**src/rtl/gtd_pkg.sv**
```systemverilog
package gtd_pkg;
  localparam int unsigned PINS  = 32;
  localparam int unsigned SEL_W = 3;

  localparam logic [SEL_W-1:0] SEL_ENABLE = 3'd0;
  localparam logic [SEL_W-1:0] SEL_SENS0  = 3'd1;
  localparam logic [SEL_W-1:0] SEL_SENS1  = 3'd2;
  localparam logic [SEL_W-1:0] SEL_SENS2  = 3'd3;
  localparam logic [SEL_W-1:0] SEL_CLEAR  = 3'd4;

  typedef enum logic [2:0] {
    TRIG_FALL = 3'b000,
    TRIG_RISE = 3'b001,
    TRIG_LOW  = 3'b010,
    TRIG_HIGH = 3'b011
  } trig_mode_e;

  // True when a change from old_v to new_v meets the given mode.
  function automatic logic trig_match(input logic [2:0] mode,
                                      input logic old_v,
                                      input logic new_v);
    logic rise, fall;
    rise = new_v & ~old_v;
    fall = old_v & ~new_v;
    if (mode[2]) return rise | fall;
    case (mode)
      TRIG_FALL: return fall;
      TRIG_RISE: return rise;
      TRIG_LOW:  return fall;
      default:   return rise;
    endcase
  endfunction
endpackage

```
**src/rtl/gtd_cfg_regs.sv**
```systemverilog
module gtd_cfg_regs
  import gtd_pkg::*;
#(
  parameter int unsigned W = PINS
) (
  input  logic             clk,
  input  logic             rst_n,
  input  logic             we,
  input  logic [SEL_W-1:0] sel,
  input  logic [W-1:0]     wdata,
  output logic [W-1:0]     en_q,
  output logic [W-1:0]     s0_q,
  output logic [W-1:0]     s1_q,
  output logic [W-1:0]     s2_q,
  output logic [W-1:0]     clr_vec
);
  logic [W-1:0] en_d, s0_d, s1_d, s2_d;
  logic en_ld, s0_ld, s1_ld, s2_ld;

  always_comb begin
    en_ld   = we && (sel == SEL_ENABLE);
    s0_ld   = we && (sel == SEL_SENS0);
    s1_ld   = we && (sel == SEL_SENS1);
    s2_ld   = we && (sel == SEL_SENS2);
    en_d    = en_ld ? wdata : en_q;
    s0_d    = s0_ld ? wdata : s0_q;
    s1_d    = s1_ld ? wdata : s1_q;
    s2_d    = s2_ld ? wdata : s2_q;
    clr_vec = (we && (sel == SEL_CLEAR)) ? wdata : '0;
  end

  always_ff @(posedge clk or negedge rst_n) begin
    if (!rst_n) begin
      en_q <= '0;
      s0_q <= '0;
      s1_q <= '0;
      s2_q <= '0;
    end else begin
      en_q <= en_d;
      s0_q <= s0_d;
      s1_q <= s1_d;
      s2_q <= s2_d;
    end
  end
endmodule

```
**src/rtl/gtd_edge_eval.sv**
```systemverilog
module gtd_edge_eval
  import gtd_pkg::*;
#(
  parameter int unsigned W = PINS
) (
  input  logic         clk,
  input  logic         rst_n,
  input  logic [W-1:0] pin_in,
  input  logic [W-1:0] pin_dir,
  input  logic [W-1:0] en,
  input  logic [W-1:0] s0,
  input  logic [W-1:0] s1,
  input  logic [W-1:0] s2,
  output logic [W-1:0] hit
);
  logic [W-1:0] val_q;
  logic [W-1:0] changed;

  assign changed = pin_in ^ val_q;

  for (genvar i = 0; i < W; i++) begin : g_pin
    logic [2:0] mode;
    logic       cond;
    assign mode = {s2[i], s1[i], s0[i]};
    assign cond = trig_match(mode, val_q[i], pin_in[i]);
    assign hit[i] = changed[i] & en[i] & ~pin_dir[i] & cond;
  end

  always_ff @(posedge clk or negedge rst_n) begin
    if (!rst_n) val_q <= '0;
    else        val_q <= pin_in;
  end
endmodule

```
**src/rtl/gtd_status.sv**
```systemverilog
module gtd_status
  import gtd_pkg::*;
#(
  parameter int unsigned W = PINS
) (
  input  logic         clk,
  input  logic         rst_n,
  input  logic [W-1:0] hit,
  input  logic [W-1:0] clr,
  output logic [W-1:0] status_q,
  output logic         irq
);
  logic [W-1:0] status_d;
  logic         upd;

  always_comb begin
    upd      = (|hit) | (|clr);
    status_d = (status_q & ~clr) | hit;
  end

  always_ff @(posedge clk or negedge rst_n) begin
    if (!rst_n)   status_q <= '0;
    else if (upd) status_q <= status_d;
  end

  assign irq = |status_q;

  // a status bit not cleared stays set
  a_r8_sticky: assert property (@(posedge clk) disable iff (!rst_n)
    1'b1 |=> ((status_q & $past(status_q) & ~$past(clr)) ==
              ($past(status_q) & ~$past(clr))));

  // a triggered bit ends set, even under a simultaneous clear
  a_r9_set_wins: assert property (@(posedge clk) disable iff (!rst_n)
    (|hit) |=> ((status_q & $past(hit)) == $past(hit)));

  // irq only rises after a trigger
  a_r10_irq_cause: assert property (@(posedge clk) disable iff (!rst_n)
    $rose(irq) |-> ($past(hit) != '0));
endmodule

```
**src/rtl/gpio_trig_det.sv**
```systemverilog
module gpio_trig_det
  import gtd_pkg::*;
(
  input  logic        clk,
  input  logic        rst_n,
  input  logic [31:0] pin_in,
  input  logic [31:0] pin_dir,
  input  logic        cfg_we,
  input  logic [2:0]  cfg_sel,
  input  logic [31:0] cfg_wdata,
  output logic [31:0] int_status,
  output logic        irq
);
  localparam int unsigned W = PINS;

  logic [W-1:0] en_q, s0_q, s1_q, s2_q, clr_vec, hit;

  gtd_cfg_regs #(.W(W)) u_cfg (
    .clk(clk), .rst_n(rst_n), .we(cfg_we), .sel(cfg_sel), .wdata(cfg_wdata),
    .en_q(en_q), .s0_q(s0_q), .s1_q(s1_q), .s2_q(s2_q), .clr_vec(clr_vec)
  );

  gtd_edge_eval #(.W(W)) u_eval (
    .clk(clk), .rst_n(rst_n), .pin_in(pin_in), .pin_dir(pin_dir),
    .en(en_q), .s0(s0_q), .s1(s1_q), .s2(s2_q), .hit(hit)
  );

  gtd_status #(.W(W)) u_stat (
    .clk(clk), .rst_n(rst_n), .hit(hit), .clr(clr_vec),
    .status_q(int_status), .irq(irq)
  );

  // newly set status bits belong to enabled pins
  a_r5_disabled_quiet: assert property (@(posedge clk) disable iff (!rst_n)
    1'b1 |=> ((int_status & ~$past(int_status) & ~$past(en_q)) == '0));

  // newly set status bits belong to input pins
  a_r6_output_quiet: assert property (@(posedge clk) disable iff (!rst_n)
    1'b1 |=> ((int_status & ~$past(int_status) & $past(pin_dir)) == '0));
endmodule

```
**config.mk**
```make
export PLATFORM = sky130hd
export DESIGN_NAME = gpio_trig_det
export DESIGN_NICKNAME = d
export VERILOG_FILES = /design/src/rtl/gtd_pkg.sv /design/src/rtl/gtd_cfg_regs.sv /design/src/rtl/gtd_edge_eval.sv /design/src/rtl/gtd_status.sv /design/src/rtl/gpio_trig_det.sv
export SDC_FILE = /design/constraint.sdc
export NUM_CORES = 1
export LEC_CHECK = 0
export BUFFER_PORTS_ARGS = -buffer_cell sky130_fd_sc_hd__buf_2
export CAP_MARGIN = 20
export CORE_ASPECT_RATIO = 0.75
export CORE_UTILIZATION = 50
export DETAILED_ROUTE_END_ITERATION = 10
export PLACE_DENSITY = 0.73
export SLEW_MARGIN = 10
export SYNTH_ARGS = -nofsm -noshare
export SYNTH_HDL_FRONTEND = slang
export SYNTH_SLANG_ARGS = --single-unit
```
**constraint.sdc**
```tcl
create_clock -name clk -period 1.4 [get_ports clk]
set_input_delay 0.14 -clock clk [delete_from_list [all_inputs] [get_ports clk]]
set_output_delay 0.14 -clock clk [all_outputs]
set_load 0.05 [all_outputs]
```
==> results.md <==
* Placer Congestion at 0.791
* FILL cells at 1035
* Max-Cap Viols at 0
* Initial Util at 51.2%
* Root buf cell: clkbuf_16
* GRT Total Usage at 23.9%
* Synth async-reset ratio at 100%
* Worst min-delay path category: input port to flop
* ANT nets after route at 0
* EDFF count, synth at 0
* Required @ worst endpoint at 1.26 ns
* Vert. Die Dim at 107 um
* Worst slew margin at 77.7%
* WP data arrival at 1.81 ns
* RSZ-0062 raised after global routing: yes
* Iteration count of the initial detailed-routing pass at 4
* Avg Cell Area, Syn at 12.9 sq um
* Routed WL at 17100 um
* R2R Path End: u_stat.status_q[17]
* Power Total at 16.9 mW
* Min-delay src: cfg_wdata[9]
* Distinct cells, synth at 20
* Setup CP Type: flop to output port
* Syn Inst Count at 573
* Initial antenna violation count at 2
* # H-tree levels at 4
* Worst setup EP type: output port
* Layout cell share with drive strength beyond 1 at 39.6%
* Antenna diode count at 0
* Worst Setup Slack, final at -0.551 ns
* Yosys warns at 0
* Clock-pin slew on the worst setup and hold paths at 0.06 ns
* Global-route wire length before repair at 27400 um
* Minimum clock period at 1.95 ns
* Die X at 143 um
* Pin count of the biggest net entering global routing at 60
* Hold Path Cell Cnt at 2
* Num CTS Buffers at 17
* Worst Tran Pin Value at 0.331 ns
* Post-DP HPWL at 11600 um
* Post-synthesis sequential area ratio at 54.1%
* Max VDD drop at 1.03 mV
* Port bufs at 134
* # setup viols final at 1
* Drt drc at 0
* Startpoint types: flop
* Nets at 977
* Area grow syn2layout at 35.6%
* Crit Path Max Fanout at 2
* Layout Skew at 0.00680 ns
* Ports at 135
* Vias in the first global route at 5720
* Hold EP: u_cfg.s2_q[9]
* Vias at 5285
* FF+latch area at 4030 sq um
* GR Overflow Total at 0
* Status: finished, violations left
* Vias/cell at 5.16
* Clock Sinks at 160
* Primary FF master, synth: dfrtp_1
* Core box area at 14500 sq um
* Post-Syn Nets at 739
* FMAX at 513 MHz
* First DRT Iteration DRCs at 261
* Skew-Pair Late Insertion Delay at 0.42 ns
* Area occupied by multi-input gates at 3150 sq um
* Placed insts at 935
* Final Non-Filler Cells at 1024
* Power density cells at 1680 nW/um^2
* Full die area at 15300 sq um
* WL/cell at 16.7 um
* Fin. Hold Viols at 0
* Worst R2R Start: u_eval.val_q[17]
* #FFs+latches synth at 160
* Row cnt at 38
* Slew Limit Fails at 0
* Fraction of the cycle the final worst path needs at 139%
* Mapped Area at 7410 sq um
* Failing checks: negative setup slack
* Internal reg-to-reg setup slack at 0.05 ns
* CTS max path bufs at 2
* CTS tree: built
* R2R depth at 4
* Static leakage at 4.88 nW
* Post-CTS Setup Repair Bufs at 0
## registers in the layout (all words and copies together) (netlist names)
register / count
u_cfg.en_q: 32
u_cfg.s0_q: 32
u_cfg.s2_q: 32
u_eval.val_q: 32
u_stat.status_q: 32
## metal layers
metal	global-route usage (%)	routed length [um]
met5	0	12
met2	40.6	8380
met4	7.83	213
met3	7.21	923
met1	28.9	7540
## where the power goes
part	leakage [nW]	internal [mW]	switching [mW]	total, mW
clock	0.326	3.39	1.87	5.26
sequential	1.86	5.79	0.824	6.61
combinational	2.70	2.12	2.87	4.99
total	4.88	11.3	5.56	16.9
## cell type report
| cell class | instances | area share, % |
|---|---|---|
| inverters | 64 | 2.39 |
| well taps | 200 | 2.49 |
| clock buffers | 18 | 4.37 |
| clock inverters | 14 | 2.35 |
| repair buffers | 233 | 16.9 |
| flip-flops and latches | 160 | 40.2 |
| multi-input cells | 335 | 31.3 |
## how the worst max path moves through the flow
| stage | startpoint | to | slack [ns] | cells after the start |
|---|---|---|---|---|
| 2_1_floorplan | u_stat.status_q[2] | irq | 0.03 | 3 |
| 5_1_grt | u_stat.status_q[11] | irq | -0.61 | 4 |
| 3_3_place_gp | u_stat.status_q[11] | irq | -0.26 | 4 |
| 6_report | u_stat.status_q[3] | irq | -0.55 | 4 |
| 3_5_place_dp | u_stat.status_q[19] | irq | -0.30 | 5 |
| 4_1_cts | u_stat.status_q[17] | irq | -0.59 | 5 |
## placed cells by master (no fill, tap or decap), types with 2 or more instances in the layout
master and count:
clkbuf_16 17, clkinv_4 2, bufinv_16 6, nor2b_1 32
nand2_1 32, clkinvlp_4 2, nor2_1 32, clkbuf_4 2
mux2_1 8, buf_4 34, buf_2 126, dfrtp_2 24
nand4_1 2, nor4_1 2, ha_1 64, nor4_4 5
dfrtp_1 136, a32o_1 32, dlygate4sd3_1 61, buf_12 8
inv_1 64, mux2_2 88, clkinv_2 3, a211o_1 32
## what timing repair did
item / 4_1_cts / 5_1_grt
hold endpoints to repair: 260 / 0
gates resized for setup: 11 / 5
hold buffers: 61 / 0
pin swaps: 4 / 3
setup endpoints to repair: 1 / 5
cloned: 0 / 0
## worst max-delay path, stage by stage (launching register included)
cell	delay [ns]
dfrtp_2	0.42
nor4_4	0.28
nand4_1	0.21
or2_4	0.32
buf_8	0.15
## synth_stat cells, types with 2 or more instances
master   instances  area [sq um]
nand4_1          2          12.5
nand2_1         32           120
dfrtp_1        160          4000
mux2_1           8          90.1
inv_1           64           240
buf_4            3          22.5
buf_6            6          67.6
nor2b_1         32           200
nor4_1           8          50.1
a211o_1         32           280
a32o_1          32           320
nor2_1          32           120
ha_1            64           801
mux2_2          88           991
buf_2            5          25.0
## logic make-up after synthesis
family                   after synthesis  share of synthesized area (%)
adder cells (fa/ha/maj)               64                           10.8
flip-flops                           160                           54.1
AND/OR/NAND/NOR                      111                           7.62
AO/OA/AOI/OAI                         64                           8.11
buffers and inverters                 78                           4.80
multiplexers                          96                           14.6
## through the flow
stage | cell area [sq um] | util, % | worst slack [ns] | hold slack [ns] | TNS [ns]
6_report | 10000 | 69.5 | -0.551 | 0.0258 | -0.551
5_1_grt | 10000 | 69.5 | -0.609 | 0.00538 | -0.609
4_1_cts | 10000 | 69.4 | -0.592 | 0.000422 | -0.592
3_5_place_dp | 8680 | 60.1 | -0.303 | 0.0329 | -1.38
3_3_place_gp | 8680 | 60.1 | -0.260 | 0.0267 | -0.260
2_1_floorplan | 7440 | - | 0.0303 | -0.156 | 0
No activity file was read; power rests on OpenSTA's default activity.
